File: config.mk
export PLATFORM = sky130hd
export DESIGN_NAME = bridge_cfg_regs
export DESIGN_NICKNAME = d
export VERILOG_FILES = /design/src/rtl/bcfg_pkg.sv /design/src/rtl/bcfg_wr_decode.sv /design/src/rtl/bcfg_regs.sv /design/src/rtl/bcfg_srst_fsm.sv /design/src/rtl/bcfg_rd_mux.sv /design/src/rtl/bridge_cfg_regs.sv
export SDC_FILE = /design/constraint.sdc
export NUM_CORES = 1
export LEC_CHECK = 0
export BUFFER_PORTS_ARGS = -buffer_cell sky130_fd_sc_hd__buf_4
export CELL_PAD_IN_SITES_DETAIL_PLACEMENT = 1
export CELL_PAD_IN_SITES_GLOBAL_PLACEMENT = 2
export CORE_AREA = 8 8 166 168
export CTS_CLUSTER_SIZE = 14
export DETAILED_ROUTE_END_ITERATION = 16
export DIE_AREA = 0 0 174 176
export GPL_TIMING_DRIVEN = 1
export PLACE_DENSITY_LB_ADDON = 0.1
export SETUP_SLACK_MARGIN = 0.5
export SLEW_MARGIN = 0
export SYNTH_ARGS = -nofsm -noshare
export SYNTH_HDL_FRONTEND = slang
export SYNTH_HIERARCHICAL = 1
export SYNTH_SLANG_ARGS = --single-unit
File: constraint.sdc
create_clock -name clk -period 1.5 [get_ports clk]
set_input_delay 0.075 -clock clk [delete_from_list [all_inputs] [get_ports clk]]
set_output_delay 0.075 -clock clk [all_outputs]
set_load 0.02 [all_outputs]
File: src/rtl/bcfg_pkg.sv
package bcfg_pkg;

    localparam int DW_AW = 6;

    localparam logic [DW_AW-1:0] DW_CMDSTS  = 6'd1;
    localparam logic [DW_AW-1:0] DW_CLASS   = 6'd2;
    localparam logic [DW_AW-1:0] DW_HDR     = 6'd3;
    localparam logic [DW_AW-1:0] DW_BUSNUM  = 6'd6;
    localparam logic [DW_AW-1:0] DW_IOSTS   = 6'd7;
    localparam logic [DW_AW-1:0] DW_MEM     = 6'd8;
    localparam logic [DW_AW-1:0] DW_PREF    = 6'd9;
    localparam logic [DW_AW-1:0] DW_PREF_UB = 6'd10;
    localparam logic [DW_AW-1:0] DW_PREF_UL = 6'd11;
    localparam logic [DW_AW-1:0] DW_IO_UP   = 6'd12;
    localparam logic [DW_AW-1:0] DW_BRCTL   = 6'd15;

    localparam logic [15:0] STATUS_CAPS = 16'h00A0;
    localparam logic [23:0] CLASS_P2P   = 24'h060400;
    localparam logic [6:0]  HDR_BRIDGE  = 7'h01;
    localparam int          SRST_BIT    = 6;

    typedef enum logic [1:0] {
        SR_IDLE  = 2'd0,
        SR_PULSE = 2'd1,
        SR_HOLD  = 2'd2
    } srst_state_e;

    // byte write enables, only for bytes that hold storage
    typedef struct packed {
        logic [3:0] bus;
        logic [1:0] io;
        logic [3:0] mem;
        logic [3:0] pref;
        logic [3:0] pref_ub;
        logic [3:0] pref_ul;
        logic [3:0] io_up;
        logic [1:0] brctl;
    } bcfg_we_t;

    typedef struct packed {
        logic [7:0]  pri_bus;
        logic [7:0]  sec_bus;
        logic [7:0]  sub_bus;
        logic [7:0]  sec_lat;
        logic [3:0]  io_base_rng;
        logic [3:0]  io_lim_rng;
        logic [11:0] mem_base_rng;
        logic [11:0] mem_lim_rng;
        logic [11:0] pref_base_rng;
        logic [11:0] pref_lim_rng;
        logic [31:0] pref_base_up;
        logic [31:0] pref_lim_up;
        logic [15:0] io_base_up;
        logic [15:0] io_lim_up;
        logic [15:0] brctl;
    } bcfg_regs_t;

endpackage

File: src/rtl/bcfg_wr_decode.sv
module bcfg_wr_decode
    import bcfg_pkg::*;
(
    input  logic             cfg_req,
    input  logic             cfg_we,
    input  logic [DW_AW-1:0] cfg_addr,
    input  logic [3:0]       cfg_be,
    output bcfg_we_t         we,
    output logic             win_hit
);

    logic wr;
    assign wr = cfg_req && cfg_we;

    always_comb begin
        we         = '0;
        we.bus     = (wr && cfg_addr == DW_BUSNUM)  ? cfg_be       : 4'b0;
        we.io      = (wr && cfg_addr == DW_IOSTS)   ? cfg_be[1:0]  : 2'b0;
        we.mem     = (wr && cfg_addr == DW_MEM)     ? cfg_be       : 4'b0;
        we.pref    = (wr && cfg_addr == DW_PREF)    ? cfg_be       : 4'b0;
        we.pref_ub = (wr && cfg_addr == DW_PREF_UB) ? cfg_be       : 4'b0;
        we.pref_ul = (wr && cfg_addr == DW_PREF_UL) ? cfg_be       : 4'b0;
        we.io_up   = (wr && cfg_addr == DW_IO_UP)   ? cfg_be       : 4'b0;
        we.brctl   = (wr && cfg_addr == DW_BRCTL)   ? cfg_be[3:2]  : 2'b0;
    end

    // byte-range overlap with decode-affecting registers
    always_comb begin
        win_hit = 1'b0;
        if (wr) begin
            if (cfg_addr == DW_CMDSTS && |cfg_be[1:0])                 win_hit = 1'b1;
            if (cfg_addr == DW_IOSTS && |cfg_be[1:0])                  win_hit = 1'b1;
            if (cfg_addr >= DW_MEM && cfg_addr <= DW_IO_UP && |cfg_be) win_hit = 1'b1;
            if (cfg_addr == DW_BRCTL && |cfg_be[3:2])                  win_hit = 1'b1;
        end
    end

endmodule

File: src/rtl/bcfg_regs.sv
module bcfg_regs
    import bcfg_pkg::*;
#(
    parameter bit IO_32BIT         = 1'b1,
    parameter bit PREF_64BIT       = 1'b1,
    parameter bit FWD_OFF_AT_RESET = 1'b0
) (
    input  logic        clk,
    input  logic        rst_n,
    input  bcfg_we_t    we,
    input  logic [31:0] wdata,
    output bcfg_regs_t  regs
);

    localparam logic [3:0]  RST_BASE4  = FWD_OFF_AT_RESET ? 4'hF : 4'h0;
    localparam logic [11:0] RST_BASE12 = FWD_OFF_AT_RESET ? 12'hFFF : 12'h000;

    logic [7:0]  pri_bus_q, sec_bus_q, sub_bus_q, sec_lat_q;
    logic [3:0]  io_base_q, io_lim_q;
    logic [11:0] mem_base_q, mem_lim_q, pref_base_q, pref_lim_q;
    logic [15:0] brctl_q;
    logic [31:0] pref_ub_q, pref_ul_q;
    logic [15:0] io_bu_q, io_lu_q;

    always_ff @(posedge clk or negedge rst_n) begin
        if (!rst_n) begin
            pri_bus_q   <= '0;
            sec_bus_q   <= '0;
            sub_bus_q   <= '0;
            sec_lat_q   <= '0;
            io_base_q   <= RST_BASE4;
            io_lim_q    <= '0;
            mem_base_q  <= RST_BASE12;
            mem_lim_q   <= '0;
            pref_base_q <= RST_BASE12;
            pref_lim_q  <= '0;
            brctl_q     <= '0;
        end else begin
            if (we.bus[0])   pri_bus_q          <= wdata[7:0];
            if (we.bus[1])   sec_bus_q          <= wdata[15:8];
            if (we.bus[2])   sub_bus_q          <= wdata[23:16];
            if (we.bus[3])   sec_lat_q          <= wdata[31:24];
            if (we.io[0])    io_base_q          <= wdata[7:4];
            if (we.io[1])    io_lim_q           <= wdata[15:12];
            if (we.mem[0])   mem_base_q[3:0]    <= wdata[7:4];
            if (we.mem[1])   mem_base_q[11:4]   <= wdata[15:8];
            if (we.mem[2])   mem_lim_q[3:0]     <= wdata[23:20];
            if (we.mem[3])   mem_lim_q[11:4]    <= wdata[31:24];
            if (we.pref[0])  pref_base_q[3:0]   <= wdata[7:4];
            if (we.pref[1])  pref_base_q[11:4]  <= wdata[15:8];
            if (we.pref[2])  pref_lim_q[3:0]    <= wdata[23:20];
            if (we.pref[3])  pref_lim_q[11:4]   <= wdata[31:24];
            if (we.brctl[0]) brctl_q[7:0]       <= wdata[23:16];
            if (we.brctl[1]) brctl_q[15:8]      <= wdata[31:24];
        end
    end

    generate
        if (PREF_64BIT) begin : g_pref_up
            always_ff @(posedge clk or negedge rst_n) begin
                if (!rst_n) begin
                    pref_ub_q <= '0;
                    pref_ul_q <= '0;
                end else begin
                    for (int b = 0; b < 4; b++) begin
                        if (we.pref_ub[b]) pref_ub_q[8*b +: 8] <= wdata[8*b +: 8];
                        if (we.pref_ul[b]) pref_ul_q[8*b +: 8] <= wdata[8*b +: 8];
                    end
                end
            end
        end else begin : g_pref_noup
            assign pref_ub_q = '0;
            assign pref_ul_q = '0;
        end

        if (IO_32BIT) begin : g_io_up
            always_ff @(posedge clk or negedge rst_n) begin
                if (!rst_n) begin
                    io_bu_q <= '0;
                    io_lu_q <= '0;
                end else begin
                    if (we.io_up[0]) io_bu_q[7:0]  <= wdata[7:0];
                    if (we.io_up[1]) io_bu_q[15:8] <= wdata[15:8];
                    if (we.io_up[2]) io_lu_q[7:0]  <= wdata[23:16];
                    if (we.io_up[3]) io_lu_q[15:8] <= wdata[31:24];
                end
            end
        end else begin : g_io_noup
            assign io_bu_q = '0;
            assign io_lu_q = '0;
        end
    endgenerate

    always_comb begin
        regs.pri_bus       = pri_bus_q;
        regs.sec_bus       = sec_bus_q;
        regs.sub_bus       = sub_bus_q;
        regs.sec_lat       = sec_lat_q;
        regs.io_base_rng   = io_base_q;
        regs.io_lim_rng    = io_lim_q;
        regs.mem_base_rng  = mem_base_q;
        regs.mem_lim_rng   = mem_lim_q;
        regs.pref_base_rng = pref_base_q;
        regs.pref_lim_rng  = pref_lim_q;
        regs.pref_base_up  = pref_ub_q;
        regs.pref_lim_up   = pref_ul_q;
        regs.io_base_up    = io_bu_q;
        regs.io_lim_up     = io_lu_q;
        regs.brctl         = brctl_q;
    end

endmodule

File: src/rtl/bcfg_srst_fsm.sv
module bcfg_srst_fsm
    import bcfg_pkg::*;
(
    input  logic clk,
    input  logic rst_n,
    input  logic ctl_we,
    input  logic ctl_wbit,
    input  logic ctl_cur,
    output logic pulse
);

    srst_state_e state_q, state_d;
    logic        bit_next;

    assign bit_next = ctl_we ? ctl_wbit : ctl_cur;

    always_comb begin
        state_d = state_q;
        unique case (state_q)
            SR_IDLE:  if (bit_next && !ctl_cur) state_d = SR_PULSE;
            SR_PULSE: state_d = bit_next ? SR_HOLD : SR_IDLE;
            SR_HOLD:  if (!bit_next) state_d = SR_IDLE;
            default:  state_d = SR_IDLE;
        endcase
    end

    always_ff @(posedge clk or negedge rst_n) begin
        if (!rst_n) state_q <= SR_IDLE;
        else        state_q <= state_d;
    end

    always_comb begin
        pulse = 1'b0;
        unique case (state_q)
            SR_PULSE: pulse = 1'b1;
            default:  pulse = 1'b0;
        endcase
    end

endmodule

File: src/rtl/bcfg_rd_mux.sv
module bcfg_rd_mux
    import bcfg_pkg::*;
#(
    parameter bit IO_32BIT   = 1'b1,
    parameter bit PREF_64BIT = 1'b1,
    parameter bit MULTI_FUNC = 1'b0
) (
    input  logic             clk,
    input  logic             rst_n,
    input  logic             rd_req,
    input  logic [DW_AW-1:0] rd_addr,
    input  bcfg_regs_t       regs,
    output logic [31:0]      rdata,
    output logic             rvalid
);

    localparam logic [3:0] IO_TYPE   = IO_32BIT   ? 4'h1 : 4'h0;
    localparam logic [3:0] PREF_TYPE = PREF_64BIT ? 4'h1 : 4'h0;

    logic [31:0] rd_word;

    always_comb begin
        rd_word = '0;
        unique case (rd_addr)
            DW_CMDSTS:  rd_word = {STATUS_CAPS, 16'h0000};
            DW_CLASS:   rd_word = {CLASS_P2P, 8'h00};
            DW_HDR:     rd_word = {8'h00, MULTI_FUNC, HDR_BRIDGE, 16'h0000};
            DW_BUSNUM:  rd_word = {regs.sec_lat, regs.sub_bus, regs.sec_bus, regs.pri_bus};
            DW_IOSTS:   rd_word = {STATUS_CAPS, regs.io_lim_rng, IO_TYPE,
                                   regs.io_base_rng, IO_TYPE};
            DW_MEM:     rd_word = {regs.mem_lim_rng, 4'h0, regs.mem_base_rng, 4'h0};
            DW_PREF:    rd_word = {regs.pref_lim_rng, PREF_TYPE,
                                   regs.pref_base_rng, PREF_TYPE};
            DW_PREF_UB: rd_word = regs.pref_base_up;
            DW_PREF_UL: rd_word = regs.pref_lim_up;
            DW_IO_UP:   rd_word = {regs.io_lim_up, regs.io_base_up};
            DW_BRCTL:   rd_word = {regs.brctl, 16'h0000};
            default:    rd_word = '0;
        endcase
    end

    always_ff @(posedge clk or negedge rst_n) begin
        if (!rst_n) begin
            rdata  <= '0;
            rvalid <= 1'b0;
        end else begin
            rvalid <= rd_req;
            if (rd_req) rdata <= rd_word;
        end
    end

endmodule

File: src/rtl/bridge_cfg_regs.sv
module bridge_cfg_regs
    import bcfg_pkg::*;
#(
    parameter bit IO_32BIT         = 1'b1,
    parameter bit PREF_64BIT       = 1'b1,
    parameter bit MULTI_FUNC       = 1'b0,
    parameter bit FWD_OFF_AT_RESET = 1'b0
) (
    input  logic             clk,
    input  logic             rst_n,
    input  logic             cfg_req,
    input  logic             cfg_we,
    input  logic [DW_AW-1:0] cfg_addr,
    input  logic [3:0]       cfg_be,
    input  logic [31:0]      cfg_wdata,
    output logic [31:0]      cfg_rdata,
    output logic             cfg_rvalid,
    output logic             win_update,
    output logic             sec_bus_rst
);

    bcfg_we_t   we;
    logic       win_hit;
    bcfg_regs_t regs;

    bcfg_wr_decode u_dec (
        .cfg_req (cfg_req),
        .cfg_we  (cfg_we),
        .cfg_addr(cfg_addr),
        .cfg_be  (cfg_be),
        .we      (we),
        .win_hit (win_hit)
    );

    bcfg_regs #(
        .IO_32BIT        (IO_32BIT),
        .PREF_64BIT      (PREF_64BIT),
        .FWD_OFF_AT_RESET(FWD_OFF_AT_RESET)
    ) u_regs (
        .clk  (clk),
        .rst_n(rst_n),
        .we   (we),
        .wdata(cfg_wdata),
        .regs (regs)
    );

    bcfg_srst_fsm u_srst (
        .clk     (clk),
        .rst_n   (rst_n),
        .ctl_we  (we.brctl[0]),
        .ctl_wbit(cfg_wdata[16+SRST_BIT]),
        .ctl_cur (regs.brctl[SRST_BIT]),
        .pulse   (sec_bus_rst)
    );

    bcfg_rd_mux #(
        .IO_32BIT  (IO_32BIT),
        .PREF_64BIT(PREF_64BIT),
        .MULTI_FUNC(MULTI_FUNC)
    ) u_rd (
        .clk    (clk),
        .rst_n  (rst_n),
        .rd_req (cfg_req && !cfg_we),
        .rd_addr(cfg_addr),
        .regs   (regs),
        .rdata  (cfg_rdata),
        .rvalid (cfg_rvalid)
    );

    always_ff @(posedge clk or negedge rst_n) begin
        if (!rst_n) win_update <= 1'b0;
        else        win_update <= win_hit;
    end

endmodule

Yosys cells after proc, flatten, opt, wreduce, memory -nomap -nowiden
Index checks and enable logic that the tools add are counted.
{"block": "word_totals", "ff_bits": 236, "romBits": 0, "latchBits": 0, "elab_cells": 92, "mem_bits_rw": 0, "memories": 0}
{"block": "classes", "add_sub_neg": 0, "n_reduce_logical": 23, "shifts": 0, "div_mod_pow": 0, "n_mul": 0, "n_eq_ne": 15, "muxes": 20, "magnitude_cmp": 2, "bitwise": 0}
{"cell": "case mux 32 bit (11 select lines)", "n": 1}
{"cell": "equality test 6 x 4 -> 1 bit (second input constant)", "n": 6}
{"cell": "two-way mux 4 bit", "n": 6}
{"cell": "logical AND 1 bit", "n": 16}
{"cell": "equality test 6 x 2 -> 1 bit (second input constant)", "n": 2}
{"cell": "equality test 6 x 3 -> 1 bit (second input constant)", "n": 2}
{"cell": "two-way mux 2 bit", "n": 5}
{"cell": "two-way mux 1 bit", "n": 7}
{"cell": "equality test 6 x 1 -> 1 bit (second input constant)", "n": 1}
{"cell": "greater-or-equal comparator 6 x 4 -> 1 bit (second input constant)", "n": 1}
{"cell": "less-or-equal comparator 6 x 4 -> 1 bit (second input constant)", "n": 1}
{"cell": "case mux 2 bit (3 select lines)", "n": 1}
{"cell": "OR reduction 2 bit", "n": 2}
{"cell": "OR reduction 4 bit", "n": 1}
{"cell": "equality test 2 x 1 -> 1 bit (second input constant)", "n": 1}
{"cell": "equality test 2 bit (second input constant)", "n": 1}
{"cell": "logical NOT 1 bit", "n": 2}
{"cell": "logical NOT 2 bit", "n": 1}
{"cell": "!= test 2 x 1 -> 1 bit (second input constant)", "n": 1}
{"cell": "!= test 2 bit (second input constant)", "n": 1}
{"cell": "AND reduction 2 bit", "n": 1}

Depth between registers and ports, before layout
Gate-level depths: netlist of the first run.
{"block": "depth", "ltp_word": 7, "depth_mapped": 7, "ltp_nobuf": 5}

By module
Netlist of the first run, hierarchy kept.
{"mod": "bcfg_regs", "seq_area_each_um2": 5004.8, "instances": 1, "cells_per_inst": 422, "area_each_um2": 7504.7}
{"mod": "bcfg_rd_mux", "seq_area_each_um2": 825.8, "instances": 1, "cells_per_inst": 264, "area_each_um2": 2621.3}
{"mod": "bcfg_wr_decode", "seq_area_each_um2": 0.0, "instances": 1, "cells_per_inst": 62, "area_each_um2": 330.3}
{"mod": "bcfg_srst_fsm", "seq_area_each_um2": 50.0, "instances": 1, "cells_per_inst": 8, "area_each_um2": 88.8}
{"mod": "bridge_cfg_regs", "seq_area_each_um2": 25.0, "instances": 1, "cells_per_inst": 2, "area_each_um2": 38.8}

Worst setup path before layout of the first run
Ideal clock, no wire load.
{"block": "synth_timing", "path_type": "input port to flip-flop", "from": "input port cfg_addr[4]", "to": "register u_regs.mem_base_q[0]", "path_buffers": 2, "cell_stages": 6, "path_slack_ns": -0.231, "required_time_ns": 1.375, "setup_ns": 0.125, "t_arrival_ns": 1.606, "cell_sequence": "and4bb_1 -> buf_4 -> nand3b_1 -> clkbuf_1 -> nor4_1 -> mux2_2"}
{"item": "from (decl)", "line_no": "bridge_cfg_regs.sv:13", "rtl": "input logic [DW_AW-1:0] cfg_addr,"}
{"item": "to (signal assigned)", "line_no": "bcfg_regs.sv:45", "rtl": "if (we.mem[0]) mem_base_q[3:0] <= wdata[7:4];"}
{"item": "to (decl)", "line_no": "bcfg_regs.sv:20", "rtl": "logic [11:0] mem_base_q, mem_lim_q, pref_base_q, pref_lim_q;"}

Final worst setup path of the first run
{"block": "layout_timing", "from": "register u_srst.state_q[1]", "to": "output port sec_bus_rst"}
{"block": "layout_via", "elab_chain_len": 2}
{"item": "from (decl)", "line_no": "bcfg_srst_fsm.sv:12", "rtl": "srst_state_e state_q, state_d;"}
{"item": "from (signal assigned)", "line_no": "bcfg_srst_fsm.sv:29", "rtl": "else state_q <= state_d;"}
{"item": "equality test 2 x 1 -> 1 bit", "line_no": "bcfg_srst_fsm.sv:34", "rtl": "unique case (state_q)"}
{"item": "two-way mux 1 bit", "line_no": "bcfg_srst_fsm.sv:34"}
{"item": "to (decl)", "line_no": "bridge_cfg_regs.sv:19", "rtl": "output logic sec_bus_rst"}
No other way between the ends.

==> flow_metrics.tcl, run 1 <==
set metrics [dict create \
    grt_pass1_wl_um 53400 \
    post-dp-hpwl_um 21200 \
    max_stage_delay_ps 380 \
    cts_tree "built" \
    synth_nets 804 \
    grt_pass1_vias 8930 \
    cts_root_buffer "clkbuf_16" \
    synth-seq-cells 236 \
    slowest_stage "dfrtp_1" \
    n_antenna_cell 0 \
    coreArea_mm2 0.0248 \
    synth_area_leaders "dfrtp_1 (56%), mux2_2 (21%), mux4_2 (3.8%)" \
    start_kind "register" \
    hp-class "in -> async" \
    final_nets 1055 \
    post_drt_via_cell_ratio 5.63 \
    synth_top_area_share 0.558 \
    synth_edf_count 0 \
    clock_skew_ps 13.7 \
    cts_sinks 236 \
    slew_violations 0 \
    cp.arrival_ps 1250 \
    drive_gt1_frac 0.577 \
    required_ps 1420 \
    crit_path_end_kind "primary output" \
    finalInstanceArea_mm2 0.0154 \
    portBuffers 80 \
    holdWs_ps 9.94 \
    drt-met1-wl_um 14500 \
    path_depth 2 \
    cp.buffers_inverters 1 \
    ir_worst_vdd_mv 0.745 \
    syn_area_per_cell_um2 14.0 \
    die_h_um 176 \
    die_area_mm2 0.0306 \
    synth_seq_area_share 0.558 \
    critPathMaxFanout 2 \
    gp_congestion 0.783 \
    maxSlewHeadroom 0.715 \
    netlist_area_mm2 0.0106 \
    crit_start "u_srst/state_q[1]$_DFFE_PN0P_" \
    reg2reg_slack_ps 240 \
    cpLargestDelayFamily "flip-flops" \
    track_usage 0.220 \
    finalCritPeriodShare 0.880 \
    crit_end "sec_bus_rst" \
    worstSkewPairLatency_ps 540 \
    postRouteAntennaNets 0 \
    cts_buffer_depth 3 \
    rsz0062_at_grt "yes" \
    syn_inst 758 \
    synth.distinct_cells 53 \
    dp.cells 1217 \
    synth_flop_cell "dfrtp_1" \
    synth_area_leader_cell "dfrtp_1" \
    drt_iter0_markers 376 \
    antenna_found_initial 0 \
    routed-wl-met3_um 1470 \
    top_layer "met4" \
    met2WireLength_um 16900 \
    reg2reg_depth 3 \
    setup_viol_count_final 0 \
    finalHoldViolCount 0 \
    ys_async_sr_fraction 1.00 \
    grt_max_degree 57 \
    crit_chain "and2b_2 > buf_6" \
    initial_core_util 0.426 \
    fin_crit_ps 1320 \
    die_w_um 174 \
    clkTransAtPathRegs_ps 60 \
    power_density_mw_per_mm2 980 \
    route.detailed.drc 0 \
    maxCapViolations 0 \
    crit_type "reg -> out" \
    num_vias 7650 \
    power_mw 15.1 \
    yosys_warnings 6 \
    r2r-start "u_rd/rdata[25]$_DFFE_PN0P_" \
    fmax_mhz 757 \
    wl_um 33700 \
    placed_cell_area_mm2 0.0124 \
    drt_first_pass_iters 4 \
    syn_to_final_growth_pct 45.6 \
    p_leak_nw 7.07 \
    num_rows 58 \
    r2r_end "u_rd/rdata[25]$_DFFE_PN0P_" \
    wl_per_cell_um 24.8 \
    grt_overflow 0 \
    htree_num_levels 1 \
    num_io_pins 81 \
    fin_cells 1359 \
    worst_slew_pin_slew_ps 427 \
    cts_buffers 27 \
    outcome "complete, no violations" \
]
layout by cell type, fill, tap and decap left out, drive strengths merged, types with 7 or more instances in the layout:
master,synthesis,routed
a21oi,24,24
a221oi,11,11
a22o,19,19
a22oi,20,20
a32oi,21,21
buf,37,241
clkbuf,16,35
clkinv,2,10
dfrtp,236,236
dlygate4sd3,0,33
mux2,200,200
mux4,18,18
nand2,50,50
nor2,30,30
nor3,8,8
nor4,7,7
o2bb2ai,8,8
report_power, final:
part           internal (mW)  switching, mW
registers               6.67          0.205
clock network           3.97           2.64
logic                  0.870          0.750
total                   11.5           3.59
cell usage after synthesis, drive strengths merged (2+ instances only):
cell type / instances
a221o: 2
nand4: 2
o21a: 3
nor3: 8
and2: 3
nand2b: 2
nand2: 50
mux2: 200
a32oi: 21
a22oi: 20
a21oi: 24
and3: 4
buf: 37
inv: 3
nor2: 30
clkbuf: 16
o2bb2ai: 8
xnor2: 2
nand3: 2
or4b: 2
o21ai: 2
a22o: 19
nand3b: 2
nor4: 7
a221oi: 11
clkinv: 2
dfrtp: 236
xor2: 2
mux4: 18
nor3b: 2
a31oi: 3
o211a: 2
nor2b: 2
kinds of logic (layout without fill, tap and decap cells):
| family | count (synthesis) | in the layout | synth area share |
|---|---|---|---|
| muxes | 218 | 218 | 0.251 |
| and+or+nand+nor | 122 | 122 | 0.0598 |
| AOI/OAI and AO/OA | 120 | 120 | 0.0875 |
| xor gates and xnor gates | 4 | 4 | 0.00331 |
| DFF | 236 | 236 | 0.558 |
| buffers and inverters | 58 | 329 | 0.0403 |
worst reg2reg max path, cell delays in order (launching register included):
cell and delay [ps]:
dfrtp_2 440, a221o_1 350, a221oi_2 180, a32oi_1 150
per-layer routing:
metal | vias up | track usage
li1 | 3319 | -
met1 | 4082 | 0.278
met2 | 185 | 0.382
met3 | 64 | 0.0367
met4 | 0 | 0.0656
met5 | - | 0
metrics by stage:
step | setup TNS [ps] | setup WS [ps] | utilization
3_3_place_gp | -49590 | -355 | 0.498
4_1_cts | 0 | 173 | 0.607
5_1_grt | 0 | 147 | 0.621
6_report | 0 | 180 | 0.621
2_1_floorplan | -6310 | -121 | -
3_5_place_dp | -53600 | -379 | 0.498
worst min-delay path by stage:
stage | depth (start not counted) | to | slack [ps]
after CTS | 2 | u_regs/pref_base_q[9]$_DFFE_PN0P_ | 20
after global routing | 2 | u_regs/pref_base_q[9]$_DFFE_PN0P_ | 30
after detailed placement | 1 | u_regs/pref_base_q[9]$_DFFE_PN0P_ | -20
after global placement | 1 | u_regs/pref_base_q[9]$_DFFE_PN0P_ | -30
after floorplan | 0 | u_rd/rdata[0]$_DFFE_PN0P_ | -220
final | 2 | u_regs/pref_base_q[9]$_DFFE_PN0P_ | 10
final cells by class:
type                       count  area (um2)
fill                        2308        9410
sequential                   236        5910
multi-input combinational    464        5500
timing repair buffer         275        2680
clock buffer                  35         736
tap                          330         413
clock inverter                14         154
inverter                       5        18.8
state kept, by name, indices dropped and copies added, names as in the netlist, 8 cells and up:
register and count:
u_regs/sec_lat_q 8, u_regs/mem_lim_q 12, u_regs/io_bu_q 16, u_regs/sub_bus_q 8, u_regs/mem_base_q 12, u_regs/pref_lim_q 12, u_rd/rdata 32, u_regs/sec_bus_q 8
u_regs/brctl_q 16, u_regs/pref_ul_q 32, u_regs/io_lu_q 16, u_regs/pri_bus_q 8, u_regs/pref_base_q 12, u_regs/pref_ub_q 32
what timing repair did:
| action | 4_1_cts | 5_1_grt |
|---|---|---|
| endpoints found under the hold margin | 438 | 0 |
| endpoints found under the setup margin | 268 | 269 |
| cloned | 2 | 0 |
| hold buffers | 33 | 0 |
| pin swaps | 51 | 20 |
| gates resized for setup | 304 | 23 |
| buffers inserted | 28 | 30 |
No activity file was read; power rests on OpenSTA's default activity.
==> inputs of run 2 (changes only) <==
Settings changed: CELL_PAD_IN_SITES_DETAIL_PLACEMENT 1 to unset, CELL_PAD_IN_SITES_GLOBAL_PLACEMENT 2 to unset, CORE_AREA 8 8 166 168 to 8 8 148 150, DIE_AREA 0 0 174 176 to 0 0 156 158, PLACE_DENSITY set to 0.73, PLACE_DENSITY_LB_ADDON 0.1 to unset.
==> flow_metrics.tcl, run 2 (synthesis results as in run 1) <==
set metrics [dict create \
    outcome "complete, no violations" \
    power_mw 14.5 \
    num_vias 7763 \
    initial_core_util 0.537 \
    clkTransAtPathRegs_ps 60 \
    worstSkewPairLatency_ps 520 \
    final_cell_mix "dfrtp_1 (236), mux2_4 (197), buf_4 (145)" \
    fin_crit_ps 1340 \
    htree_num_levels 1 \
    reg_top3 "u_rd/rdata (32), u_regs/pref_ub_q (32), u_regs/pref_ul_q (32)" \
    worstHoldPathCells 4 \
    cts_tree "built" \
    clock_skew_ps 8.27 \
    grt_max_degree 59 \
    postRouteAntennaNets 0 \
    cts_root_buffer "clkbuf_16" \
    fin_cells 1289 \
    met1_usage 0.330 \
    busiest_layer "met2" \
    die_w_um 156 \
    grt_pass1_vias 8743 \
    die_area_mm2 0.0246 \
    portBuffers 80 \
    maxSlewHeadroom 0.659 \
    ir_worst_vdd_mv 0.889 \
    required_ps 1870 \
    final_common_cell "dfrtp_1" \
    wl_per_cell_um 24.8 \
    drt_iter0_markers 471 \
    slowest_stage "mux4_2" \
    route.detailed.drc 0 \
    cpLargestDelayFamily "multiplexers" \
    cts_buffers 25 \
    n_antenna_cell 0 \
    final_util 0.774 \
    pre_cts_slack_ps -344 \
    syn_to_final_growth_pct 44.2 \
    post-dp-hpwl_um 18700 \
    met3_usage 0.0440 \
    path_depth 3 \
    maxCapViolations 0 \
    cts_sinks 236 \
    wl_um 32000 \
    post_drt_via_cell_ratio 6.02 \
    reg2reg_depth 3 \
    finalCritPeriodShare 0.891 \
    rsz0062_at_grt "yes" \
    dp.cells 1152 \
    final.fill_count 1056 \
    hp-class "in -> reg" \
    crit_chain "mux4_2 > a21oi_2 > a32oi_1" \
    finalHoldViolCount 0 \
    p_leak_nw 7.02 \
    cts_buffer_depth 3 \
    crit_type "reg -> reg" \
    grt_overflow 0 \
    drive_gt1_frac 0.568 \
    final_nets 1051 \
    critPathMaxFanout 2 \
    die_h_um 158 \
    setup_viol_count_final 0 \
    max_stage_delay_ps 500 \
    final.setup.worst_slack_ps 164 \
    slew_violations 0 \
    worst_slew_pin_slew_ps 511 \
    num_io_pins 81 \
    crit_path_end_kind "register" \
    num_rows 52 \
    cp.arrival_ps 1710 \
    start_kind "register" \
    gr-usage-met2 0.432 \
    cp.buffers_inverters 0 \
    antenna_found_initial 0 \
    fmax_mhz 748 \
    drt_first_pass_iters 4 \
    power_density_mw_per_mm2 952 \
    track_usage 0.258 \
    grt_pass1_wl_um 49600 \
    coreArea_mm2 0.0197 \
    gp_congestion 0.815 \
]
## run 2: per-stage QoR
step	cell area (um2)	hold slack [ps]	TNS (ps)
after floorplan	10800	-221	-6310
after global placement	12300	49.5	-41380
after detailed placement	12300	59.7	-47920
after CTS	14900	7.81	0
after global routing	15300	25.0	0
final	15300	33.0	0
## run 2: worst paths after layout
check | startpoint | endpoint | slack (ps)
max | u_regs/pref_ul_q[6]$_DFFE_PN0P_ | u_rd/rdata[6]$_DFFE_PN0P_ | 160
min | cfg_we | u_rd/rvalid$_DFF_PN0_ | 30
max reg2reg | u_regs/pref_ul_q[6]$_DFFE_PN0P_ | u_rd/rdata[6]$_DFFE_PN0P_ | 160
min reg2reg | u_regs/pref_lim_q[8]$_DFFE_PN0P_ | u_regs/pref_lim_q[8]$_DFFE_PN0P_ | 510
max in group asynchronous | rst_n | u_regs/brctl_q[14]$_DFFE_PN0P_ | 770
min in group asynchronous | rst_n | u_regs/mem_base_q[9]$_DFFE_PN0P_ | 120
## run 2: final cells by class
| type | instances | area, um2 | share of cell area |
|---|---|---|---|
| Tap cell | 270 | 338 | 0.0221 |
| Multi-Input combinational cell | 464 | 5500 | 0.360 |
| Clock buffer | 34 | 699 | 0.0458 |
| Inverter | 5 | 18.8 | 0.00123 |
| Clock inverter | 7 | 88.8 | 0.00582 |
| Sequential cell | 236 | 5910 | 0.387 |
| Timing Repair Buffer | 273 | 2720 | 0.178 |
## run 2: tightest hold or removal path: stages
cell and delay, ps:
buf_4 90, buf_4 110, nor2b_4 50, buf_12 170
## run 2: repair_timing
action	in CTS	in global routing
buffers inserted	28	32
setup endpoints to repair	268	269
resized for setup	306	33
hold buffers	33	0
pin swaps	54	27
gates cloned	3	0
hold endpoints to repair	438	0
## run 2: power breakdown
part / total (mW) / internal (mW) / switching [mW]
registers: 6.88 / 6.67 / 0.205
clock network: 6.01 / 3.58 / 2.44
logic: 1.64 / 0.885 / 0.754
total: 14.5 / 11.1 / 3.40
## run 2: routing by layer
metal  vias to the layer above  routed length, um
met1                      4093              13100
li1                       3318                  -
met4                         0                907
met5                         -                  0
met2                       275              16200
met3                        77               1770
==> inputs of run 3 (changes only) <==
Settings changed: HOLD_SLACK_MARGIN set to 0.15.
==> flow_metrics.tcl, run 3 (synthesis results as in run 1) <==
set metrics [dict create \
    cts_tree "built" \
    drt_first_pass_iters 4 \
    holdWs_ps 117 \
    crit_chain "buf_6 > and4bb_2 > or4b_4 > nor2_4 > buf_12 > mux2_4" \
    fin_crit_ps 1340 \
    setup_tns_ps 0 \
    reg_top3 "u_rd/rdata (32), u_regs/pref_ub_q (32), u_regs/pref_ul_q (32)" \
    cts_buffers 25 \
    fmax_mhz 744 \
    ir_worst_vdd_mv 0.878 \
    outcome "complete, no violations" \
    crit_path_end_kind "register" \
    start_kind "input port" \
    track_usage 0.260 \
    drt_iter0_markers 514 \
    clkTransAtPathRegs_ps 60 \
    final.fill_count 1042 \
    num_io_pins 81 \
    coreArea_mm2 0.0197 \
    r2r-start "u_regs/pref_ul_q[6]$_DFFE_PN0P_" \
    maxCapViolations 0 \
    final_cell_mix "dfrtp_1 (236), mux2_4 (197), buf_4 (144)" \
    post-dp-hpwl_um 18700 \
    route.detailed.drc 0 \
    cts_buffer_depth 3 \
    hp-class "in -> async" \
    setup_viol_count_final 0 \
    crit_type "in -> reg" \
    die_h_um 158 \
    power_mw 14.6 \
    num_rows 52 \
    num_vias 7767 \
    final_common_cell "dfrtp_1" \
    cts_sinks 236 \
    htree_num_levels 1 \
    critPathMaxFanout 8 \
    wl_per_cell_um 25.1 \
    slowest_stage "or4b_4" \
    maxSlewHeadroom 0.658 \
    slew_violations 0 \
    antenna_found_initial 0 \
    initial_core_util 0.537 \
    grt_max_degree 59 \
    finalCritPeriodShare 0.896 \
    grt_pass1_vias 8757 \
    worstSkewPairLatency_ps 520 \
    reg2reg_slack_ps 160 \
    crit_end "u_regs/sec_lat_q[6]$_DFFE_PN0P_" \
    final_nets 1055 \
    grt_overflow 0 \
    cp.arrival_ps 1740 \
    crit_start "cfg_addr[5]" \
    required_ps 1900 \
    gp_congestion 0.815 \
    final.setup.worst_slack_ps 157 \
    portBuffers 80 \
    post_drt_via_cell_ratio 6.01 \
    p_leak_nw 7.06 \
    cts_root_buffer "clkbuf_16" \
    worst_slew_pin_slew_ps 513 \
    n_antenna_cell 0 \
    r2r_end "u_rd/rdata[6]$_DFFE_PN0P_" \
    die_area_mm2 0.0246 \
    pre_cts_slack_ps -344 \
    rsz0062_at_grt "yes" \
    power_density_mw_per_mm2 950 \
    die_w_um 156 \
    syn_to_final_growth_pct 44.8 \
    finalHoldViolCount 0 \
    max_stage_delay_ps 580 \
    reg2reg_depth 3 \
    postRouteAntennaNets 0 \
    grt_pass1_wl_um 50000 \
    wl_um 32500 \
    drive_gt1_frac 0.567 \
    clock_skew_ps 9.21 \
]
run 3: area by class of cell:
| cell class | instances | area, um2 | share of cell area |
|---|---|---|---|
| flip-flops and latches | 236 | 5910 | 0.385 |
| multi-input cells | 464 | 5520 | 0.360 |
| repair buffers | 277 | 2760 | 0.180 |
| clock buffers | 34 | 699 | 0.0456 |
| well taps | 270 | 338 | 0.0220 |
| clock inverters | 7 | 88.8 | 0.00580 |
| inverters | 5 | 18.8 | 0.00122 |
run 3: report_power, final:
| group | internal, mW | switching [mW] | total [mW] |
|---|---|---|---|
| clock network | 3.58 | 2.45 | 6.02 |
| registers | 6.67 | 0.205 | 6.88 |
| logic | 0.894 | 0.767 | 1.66 |
| total | 11.1 | 3.42 | 14.6 |
run 3: what timing repair did:
action / in CTS / in global routing
setup buffers: 28 / 30
setup endpoints to repair: 268 / 270
gates cloned: 3 / 0
hold endpoints to repair: 443 / 0
hold buffers: 39 / 0
gates resized for setup: 306 / 40
pin swaps: 54 / 25
run 3: critical path: cells and delay by family:
family / cells / cell delay [ps]
mux: 1 / 310
simple gates: 3 / 1090
buf+inv: 2 / 260
run 3: metrics by stage:
stage / instance area (um2) / utilization / cells
3_3_place_gp: 12300 / 0.622 / 1152
5_1_grt: 15300 / 0.777 / 1293
4_1_cts: 14900 / 0.757 / 1263
2_1_floorplan: 10800 / - / 758
3_5_place_dp: 12300 / 0.622 / 1152
6_report: 15300 / 0.777 / 1293
run 3: how the worst min path moves through the flow:
stage,start,endpoint,slack [ps],depth (start not counted)
floorplan,rst_n,u_rd/rdata[0]$_DFFE_PN0P_,-220,0
global placement,rst_n,u_regs/mem_base_q[10]$_DFFE_PN0P_,50,1
detailed placement,rst_n,u_regs/mem_base_q[9]$_DFFE_PN0P_,60,1
CTS,rst_n,u_regs/mem_base_q[6]$_DFFE_PN0P_,110,2
global route,rst_n,u_regs/mem_base_q[9]$_DFFE_PN0P_,150,2
finish,rst_n,u_regs/mem_base_q[9]$_DFFE_PN0P_,120,2
run 3: layer usage:
metal	up-vias	global-route usage	wire [um]
met2	301	0.434	16600
li1	3332	-	-
met1	4067	0.336	13200
met4	0	0.0980	880
met5	-	0	0
met3	67	0.0418	1910
